[src/rtl/atm_pkg.sv]
package atm_pkg;

    typedef enum logic [1:0] {
        ST_OFF  = 2'd0,
        ST_RUN  = 2'd1,
        ST_HALT = 2'd2
    } atm_state_e;

    // Byte offsets of the register window
    localparam int unsigned OFS_TGT   = 'h00;
    localparam int unsigned OFS_CNT   = 'h08;
    localparam int unsigned OFS_CTRL  = 'h10;
    localparam int unsigned OFS_STS   = 'h18;
    localparam int unsigned WORD_STEP = 4;

    // Control field positions
    localparam int unsigned CTL_EN      = 0;
    localparam int unsigned CTL_ONESHOT = 1;
    localparam int unsigned CTL_UNMASK  = 2;
    localparam int unsigned CTL_BITS    = 3;

endpackage

[src/rtl/atm_regfile.sv]
module atm_regfile
    import atm_pkg::*;
#(
    parameter int unsigned WORD_W = 32,
    parameter int unsigned ADDR_W = 5,
    parameter int unsigned WORDS  = 2,
    localparam int unsigned CNT_W = WORD_W * WORDS
) (
    input  logic                clk,
    input  logic                rst_n,
    input  logic                req_valid,
    input  logic                req_write,
    input  logic [ADDR_W-1:0]   req_addr,
    input  logic [WORD_W-1:0]   req_wdata,
    input  logic [CNT_W-1:0]    count,
    input  logic                hit,
    output logic [CNT_W-1:0]    tgt_q,
    output logic [CTL_BITS-1:0] ctrl_q,
    output logic                status_q,
    output logic                tgt_wr,
    output logic                ctrl_wr,
    output logic [WORD_W-1:0]   rdata
);

    logic          wr_en;
    logic          sts_clr;
    logic [WORDS-1:0] tgt_word_wr;

    assign wr_en   = req_valid && req_write;
    assign ctrl_wr = wr_en && (req_addr == ADDR_W'(OFS_CTRL));
    assign sts_clr = wr_en && (req_addr == ADDR_W'(OFS_STS)) && req_wdata[0];
    assign tgt_wr  = |tgt_word_wr;

    // One register per target word
    for (genvar w = 0; w < WORDS; w++) begin : g_tgt
        assign tgt_word_wr[w] = wr_en &&
            (req_addr == ADDR_W'(OFS_TGT + WORD_STEP * w));

        always_ff @(posedge clk or negedge rst_n) begin
            if (!rst_n) begin
                tgt_q[w*WORD_W +: WORD_W] <= '0;
            end else if (tgt_word_wr[w]) begin
                tgt_q[w*WORD_W +: WORD_W] <= req_wdata;
            end
        end
    end

    always_ff @(posedge clk or negedge rst_n) begin
        if (!rst_n) begin
            ctrl_q <= '0;
        end else if (ctrl_wr) begin
            ctrl_q <= req_wdata[CTL_BITS-1:0];
        end
    end

    // A match on the same clock outranks a clear
    always_ff @(posedge clk or negedge rst_n) begin
        if (!rst_n) begin
            status_q <= 1'b0;
        end else if (hit) begin
            status_q <= 1'b1;
        end else if (sts_clr) begin
            status_q <= 1'b0;
        end
    end

    always_comb begin
        rdata = '0;
        for (int w = 0; w < WORDS; w++) begin
            if (req_addr == ADDR_W'(OFS_TGT + WORD_STEP * w)) begin
                rdata = tgt_q[w*WORD_W +: WORD_W];
            end
            if (req_addr == ADDR_W'(OFS_CNT + WORD_STEP * w)) begin
                rdata = count[w*WORD_W +: WORD_W];
            end
        end
        if (req_addr == ADDR_W'(OFS_CTRL)) begin
            rdata = WORD_W'(ctrl_q);
        end
        if (req_addr == ADDR_W'(OFS_STS)) begin
            rdata = WORD_W'(status_q);
        end
    end

endmodule

[src/rtl/atm_fsm.sv]
module atm_fsm
    import atm_pkg::*;
(
    input  logic       clk,
    input  logic       rst_n,
    input  logic       ctrl_wr,
    input  logic       wr_enable_bit,
    input  logic       en_q,
    input  logic       oneshot,
    input  logic       tgt_wr,
    input  logic       at_target,
    output atm_state_e state,
    output logic       cnt_clr,
    output logic       cnt_inc,
    output logic       hit
);

    atm_state_e state_d;
    logic       start;
    logic       stop;

    assign start = ctrl_wr && wr_enable_bit && !en_q;
    assign stop  = ctrl_wr && !wr_enable_bit;

    always_ff @(posedge clk or negedge rst_n) begin
        if (!rst_n) begin
            state <= ST_OFF;
        end else begin
            state <= state_d;
        end
    end

    always_comb begin
        state_d = state;
        unique case (state)
            ST_OFF: begin
                if (start) state_d = ST_RUN;
            end
            ST_RUN: begin
                if (stop)                       state_d = ST_OFF;
                else if (at_target && oneshot)  state_d = ST_HALT;
            end
            ST_HALT: begin
                if (stop)         state_d = ST_OFF;
                else if (tgt_wr)  state_d = ST_RUN;
            end
            default: state_d = ST_OFF;
        endcase
    end

    always_comb begin
        hit     = 1'b0;
        cnt_clr = 1'b0;
        cnt_inc = 1'b0;
        unique case (state)
            ST_OFF: begin
                cnt_clr = start;
            end
            ST_RUN: begin
                hit     = at_target;
                cnt_clr = at_target && !oneshot && !stop;
                cnt_inc = !at_target && !stop;
            end
            ST_HALT: begin
            end
            default: begin
            end
        endcase
    end

endmodule

[src/rtl/atm_counter.sv]
module atm_counter #(
    parameter int unsigned CNT_W = 64
) (
    input  logic             clk,
    input  logic             rst_n,
    input  logic             clr,
    input  logic             inc,
    output logic [CNT_W-1:0] count
);

    always_ff @(posedge clk or negedge rst_n) begin
        if (!rst_n) begin
            count <= '0;
        end else if (clr) begin
            count <= '0;
        end else if (inc) begin
            count <= count + CNT_W'(1);
        end
    end

endmodule

[src/rtl/up_alarm_timer.sv]
module up_alarm_timer
    import atm_pkg::*;
#(
    parameter int unsigned WORD_W = 32,
    parameter int unsigned ADDR_W = 5
) (
    input  logic              clk,
    input  logic              rst_n,
    input  logic              req_valid,
    input  logic              req_write,
    input  logic [ADDR_W-1:0] req_addr,
    input  logic [WORD_W-1:0] req_wdata,
    output logic [WORD_W-1:0] rsp_rdata,
    output logic              irq
);

    localparam int unsigned WORDS = 2;
    localparam int unsigned CNT_W = WORD_W * WORDS;

    logic [CNT_W-1:0]    count_q;
    logic [CNT_W-1:0]    tgt_q;
    logic [CTL_BITS-1:0] ctrl_q;
    logic                status_q;
    logic                tgt_wr;
    logic                ctrl_wr;
    logic                cnt_clr;
    logic                cnt_inc;
    logic                hit;
    atm_state_e          fsm_state;

    atm_regfile #(
        .WORD_W (WORD_W),
        .ADDR_W (ADDR_W),
        .WORDS  (WORDS)
    ) u_regfile (
        .clk       (clk),
        .rst_n     (rst_n),
        .req_valid (req_valid),
        .req_write (req_write),
        .req_addr  (req_addr),
        .req_wdata (req_wdata),
        .count     (count_q),
        .hit       (hit),
        .tgt_q     (tgt_q),
        .ctrl_q    (ctrl_q),
        .status_q  (status_q),
        .tgt_wr    (tgt_wr),
        .ctrl_wr   (ctrl_wr),
        .rdata     (rsp_rdata)
    );

    atm_fsm u_fsm (
        .clk           (clk),
        .rst_n         (rst_n),
        .ctrl_wr       (ctrl_wr),
        .wr_enable_bit (req_wdata[CTL_EN]),
        .en_q          (ctrl_q[CTL_EN]),
        .oneshot       (ctrl_q[CTL_ONESHOT]),
        .tgt_wr        (tgt_wr),
        .at_target     (count_q == tgt_q),
        .state         (fsm_state),
        .cnt_clr       (cnt_clr),
        .cnt_inc       (cnt_inc),
        .hit           (hit)
    );

    atm_counter #(
        .CNT_W (CNT_W)
    ) u_counter (
        .clk   (clk),
        .rst_n (rst_n),
        .clr   (cnt_clr),
        .inc   (cnt_inc),
        .count (count_q)
    );

    assign irq = status_q && ctrl_q[CTL_UNMASK];

endmodule

[config.mk]
export PLATFORM = sky130hd
export DESIGN_NAME = up_alarm_timer
export DESIGN_NICKNAME = d
export VERILOG_FILES = /design/src/rtl/atm_pkg.sv /design/src/rtl/atm_regfile.sv /design/src/rtl/atm_fsm.sv /design/src/rtl/atm_counter.sv /design/src/rtl/up_alarm_timer.sv
export SDC_FILE = /design/constraint.sdc
export NUM_CORES = 1
export LEC_CHECK = 0
export BUFFER_PORTS_ARGS = -buffer_cell sky130_fd_sc_hd__buf_4
export CAP_MARGIN = 30
export CORE_ASPECT_RATIO = 0.75
export CORE_MARGIN = 2
export CORE_UTILIZATION = 50
export CTS_CLUSTER_SIZE = 14
export DETAILED_ROUTE_END_ITERATION = 8
export PLACE_DENSITY = 0.78
export SYNTH_ARGS = -nofsm -noshare
export SYNTH_HDL_FRONTEND = slang
export SYNTH_HIERARCHICAL = 1
export SYNTH_SLANG_ARGS = --single-unit
[constraint.sdc]
create_clock -name clk -period 7.9 [get_ports clk]
set_input_delay 1.58 -clock clk [delete_from_list [all_inputs] [get_ports clk]]
set_output_delay 1.58 -clock clk [all_outputs]
set_load 0.05 [all_outputs]
==> results.ini <==
[outcome]
status = complete, no violations

[flow_run]
maxCapViolCount = 0

[cts]
cts_tree = yes
cts_setup_buffers = 0
cts_root_buffer = clkbuf_16
ctsHoldBuffers = 0
numCtsBuffers = 17
clkLatencyLatePin_ns = 0.44
cts_max_level = 4
cts_resized = 0
cts.clk_slew.worst_paths_ns = 0.06
cts_num_sinks = 134
clock_path_buffers = 2

[place]
routabilityCongestion = 1.02
post-place-ws_ns = 1.76
portBuffers = 73
detailed_place_hpwl_um = 17000

[routing]
firstDrtPassIters = 5
drt_iter0_markers = 935
ant_nets = 0
drc = 0
wire_per_inst_um = 22.9
routed_wl_um = 24900
dr_total_vias = 7189
viasPerCell = 6.61

[setup_path]
critPathArrivalTime_ns = 6.15
cp.required_ns = 8.26
crit_type = in2reg
crit_fanout = 65
startpoint = req_addr[1]
slowest_stage = nor4_2
max_stage_delay_ns = 0.81
crit_chain = buf_4 -> or2_2 -> nor4_2 -> inv_2 -> or4_1 -> a21oi_4 -> buf_4 -> o2111a_1 -> nand3_1 -> or3_4 -> or4_1 -> a21oi_1
path_delay_family = simple AND/OR/NAND/NOR gates
r2r-start = u_counter/count[7]
critPathCaptureType = register
worstPathBufferInverterCount = 3
setup.worst_path.start_class = input pin

[logic_synthesis]
yosysSeqAreaShare_pct = 40.8
synth.avg_cell_area_um2 = 10.1
yosysWarnings = 6
synth_edf_count = 0
ys_async_sr_fraction_pct = 100
ys.flop_type = dfrtp_1
netlist_area_um2 = 8220
synthCells = 811
syn_nets = 853
ys_seq_elements = 134
synth_cell_type_count = 58

[power_and_ir_drop]
power_frac_comb_pct = 15.0
powerDensity_nw_per_um2 = 214
p_int_mw = 1.49
switching_share_pct = 27.4
power.net_switching_uw = 560
p_clk_share_pct = 44.6
pwr-share-seq_pct = 40.4
p_leak_nw = 4.48
max-vdd-ir-drop_mv = 0.104

[hold_path]
holdCritPathClass = reg2reg
min_from = u_regfile/status_q

[sta]
worst_pin_slew_ns = 1.09
finalSetupTns_ns = 0
setup_viol = 0
fmax_mhz = 173
hold_viol = 0
layout_setup_ws_ns = 2.10
rsz0062_at_grt = no
fin_crit_sh_pct = 73.4
min_period_ns = 5.80
maxSlewViolCount = 0
slew_headroom_pct = 27.6
finClkSkew_ns = 0.00848

[floorplan]
core_um2 = 16100
die_area_um2 = 17500
io_pins = 74
num_rows = 40
die_x_um = 152
floorplan.initialDensity_pct = 51.2
dieHeight_um = 115

[global_route]
gr-usage-all-layers_pct = 29.1
grt-ovfl-total = 0
grt_pass1_wl_um = 39400
grt_pass1_vias = 6954
grt_max_degree = 72
grt_antenna_before_repair = 0

[final_layout]
fillers = 1341
final_common_cell = dfrtp_1
num_antenna_cells = 0
nets = 907
area_growth_pct = 16.4
final_cell_mix = dfrtp_1, xor2_1, buf_4
drive_above_1_share_pct = 23.8

==> synthesized netlist by cell type (all sizes together), types with 2 or more instances <==
cell type,number,area (um2)
clkbuf,32,120
inv,17,63.8
o31ai,5,37.5
o21ai,48,240
nor4,30,236
nand3,18,90.1
nor2,49,184
nor3,46,230
a211oi,3,22.5
dfrtp,134,3350
nand4b,3,26.3
buf,16,136
or3,26,175
and4,6,55.1
a2111oi,26,228
nand2b,5,31.3
nand4,38,244
nand2,29,109
o41ai,2,17.5
mux2,67,980
a21oi,29,145
a31oi,3,18.8
o22ai,29,181
or4,9,68.8
mux4,2,45.0
and3,5,31.3
o2111ai,2,23.8
xnor2,18,158
nor2b,5,31.3
o21ba,2,20.0
nor3b,3,22.5
and2,8,50.1
mux2i,2,20.0
xor2,81,709
or2,3,18.8
==> power by group through the flow <==
stage                     registers, mW  clock network, mW  logic (mW)
final                             0.826              0.912       0.306
after global routing              0.835              0.948       0.331
after CTS                         0.824              0.914       0.302
after detailed placement          0.834                  0       0.299
after global placement            0.833                  0       0.293
after floorplan                   0.809                  0       0.207
==> per-stage QoR <==
| step | hold slack, ns | power, mW | area, um2 | std cells | utilization [%] |
|---|---|---|---|---|---|
| 6_report | 0.531 | 2.05 | 9570 | 1088 | 59.6 |
| 5_1_grt | 0.548 | 2.11 | 9570 | 1088 | 59.6 |
| 4_1_cts | 0.532 | 2.04 | 9570 | 1088 | 59.6 |
| 3_5_place_dp | 0.521 | 1.13 | 8900 | 1056 | 55.4 |
| 3_3_place_gp | 0.532 | 1.13 | 8850 | 1053 | 55.1 |
| 2_1_floorplan | 0.479 | 1.02 | 8220 | 811 | - |
==> area by class of cell <==
cell class | instances | area, um2 | area share (%)
clock inverter | 14 | 230 | 2.41
clock buffer | 18 | 439 | 4.59
timing repair buffer | 83 | 659 | 6.89
tap | 210 | 263 | 2.75
inverter | 17 | 63.8 | 0.667
sequential | 134 | 3350 | 35.0
multi-input combinational | 612 | 4560 | 47.7
==> registers in the layout (all words and copies together), names as in the netlist <==
name / cells
u_regfile/tgt_q: 64
u_counter/count: 64
u_regfile/ctrl_q: 3
u_fsm/state: 2
u_regfile/status_q: 1
==> per-layer routing <==
| metal | track usage, % | vias up | share of wire [%] |
|---|---|---|---|
| li1 | - | 3142 | - |
| met1 | 43.4 | 3566 | 44 |
| met2 | 40.6 | 443 | 42 |
| met3 | 7.76 | 38 | 12 |
| met4 | 10.3 | 0 | 1.9 |
| met5 | 0 | - | 0 |
==> cell families (layout without fill, tap and decap cells) <==
| group | count (synthesis) | in the layout | share of synthesized area [%] |
|---|---|---|---|
| AND/OR/NAND/NOR | 288 | 288 | 20.1 |
| AO/OA/AOI/OAI | 153 | 153 | 11.8 |
| flip-flops | 134 | 134 | 40.8 |
| XOR/XNOR | 99 | 99 | 10.5 |
| multiplexers | 71 | 71 | 12.7 |
| buffers and inverters | 65 | 132 | 3.90 |
| adder cells (fa/ha/maj) | 1 | 1 | 0.152 |
==> path summary, 6_finish.rpt <==
path | depth (start not counted) | slack, ns | endpoint
worst max-delay path | 12 | 2.10 | u_counter/count[39]
worst min-delay path | 2 | 0.53 | u_regfile/status_q
worst max register to register | 12 | 3.15 | u_counter/count[39]
worst min register to register | 2 | 0.53 | u_regfile/status_q
max in group asynchronous | 2 | 5.44 | u_regfile/ctrl_q[0]
min in group asynchronous | 1 | 1.16 | u_regfile/tgt_q[55]
==> worst register-to-register path, delay by kind of cell (launching register included) <==
| kind | cells | cell delay [ns] |
|---|---|---|
| DFF | 1 | 0.45 |
| buffers and inverters | 1 | 0.59 |
| AOI/OAI and AO/OA | 4 | 1.02 |
| xor gates and xnor gates | 1 | 0.24 |
| and+or+nand+nor | 6 | 2.37 |
(Power assumes the default switching activity.)
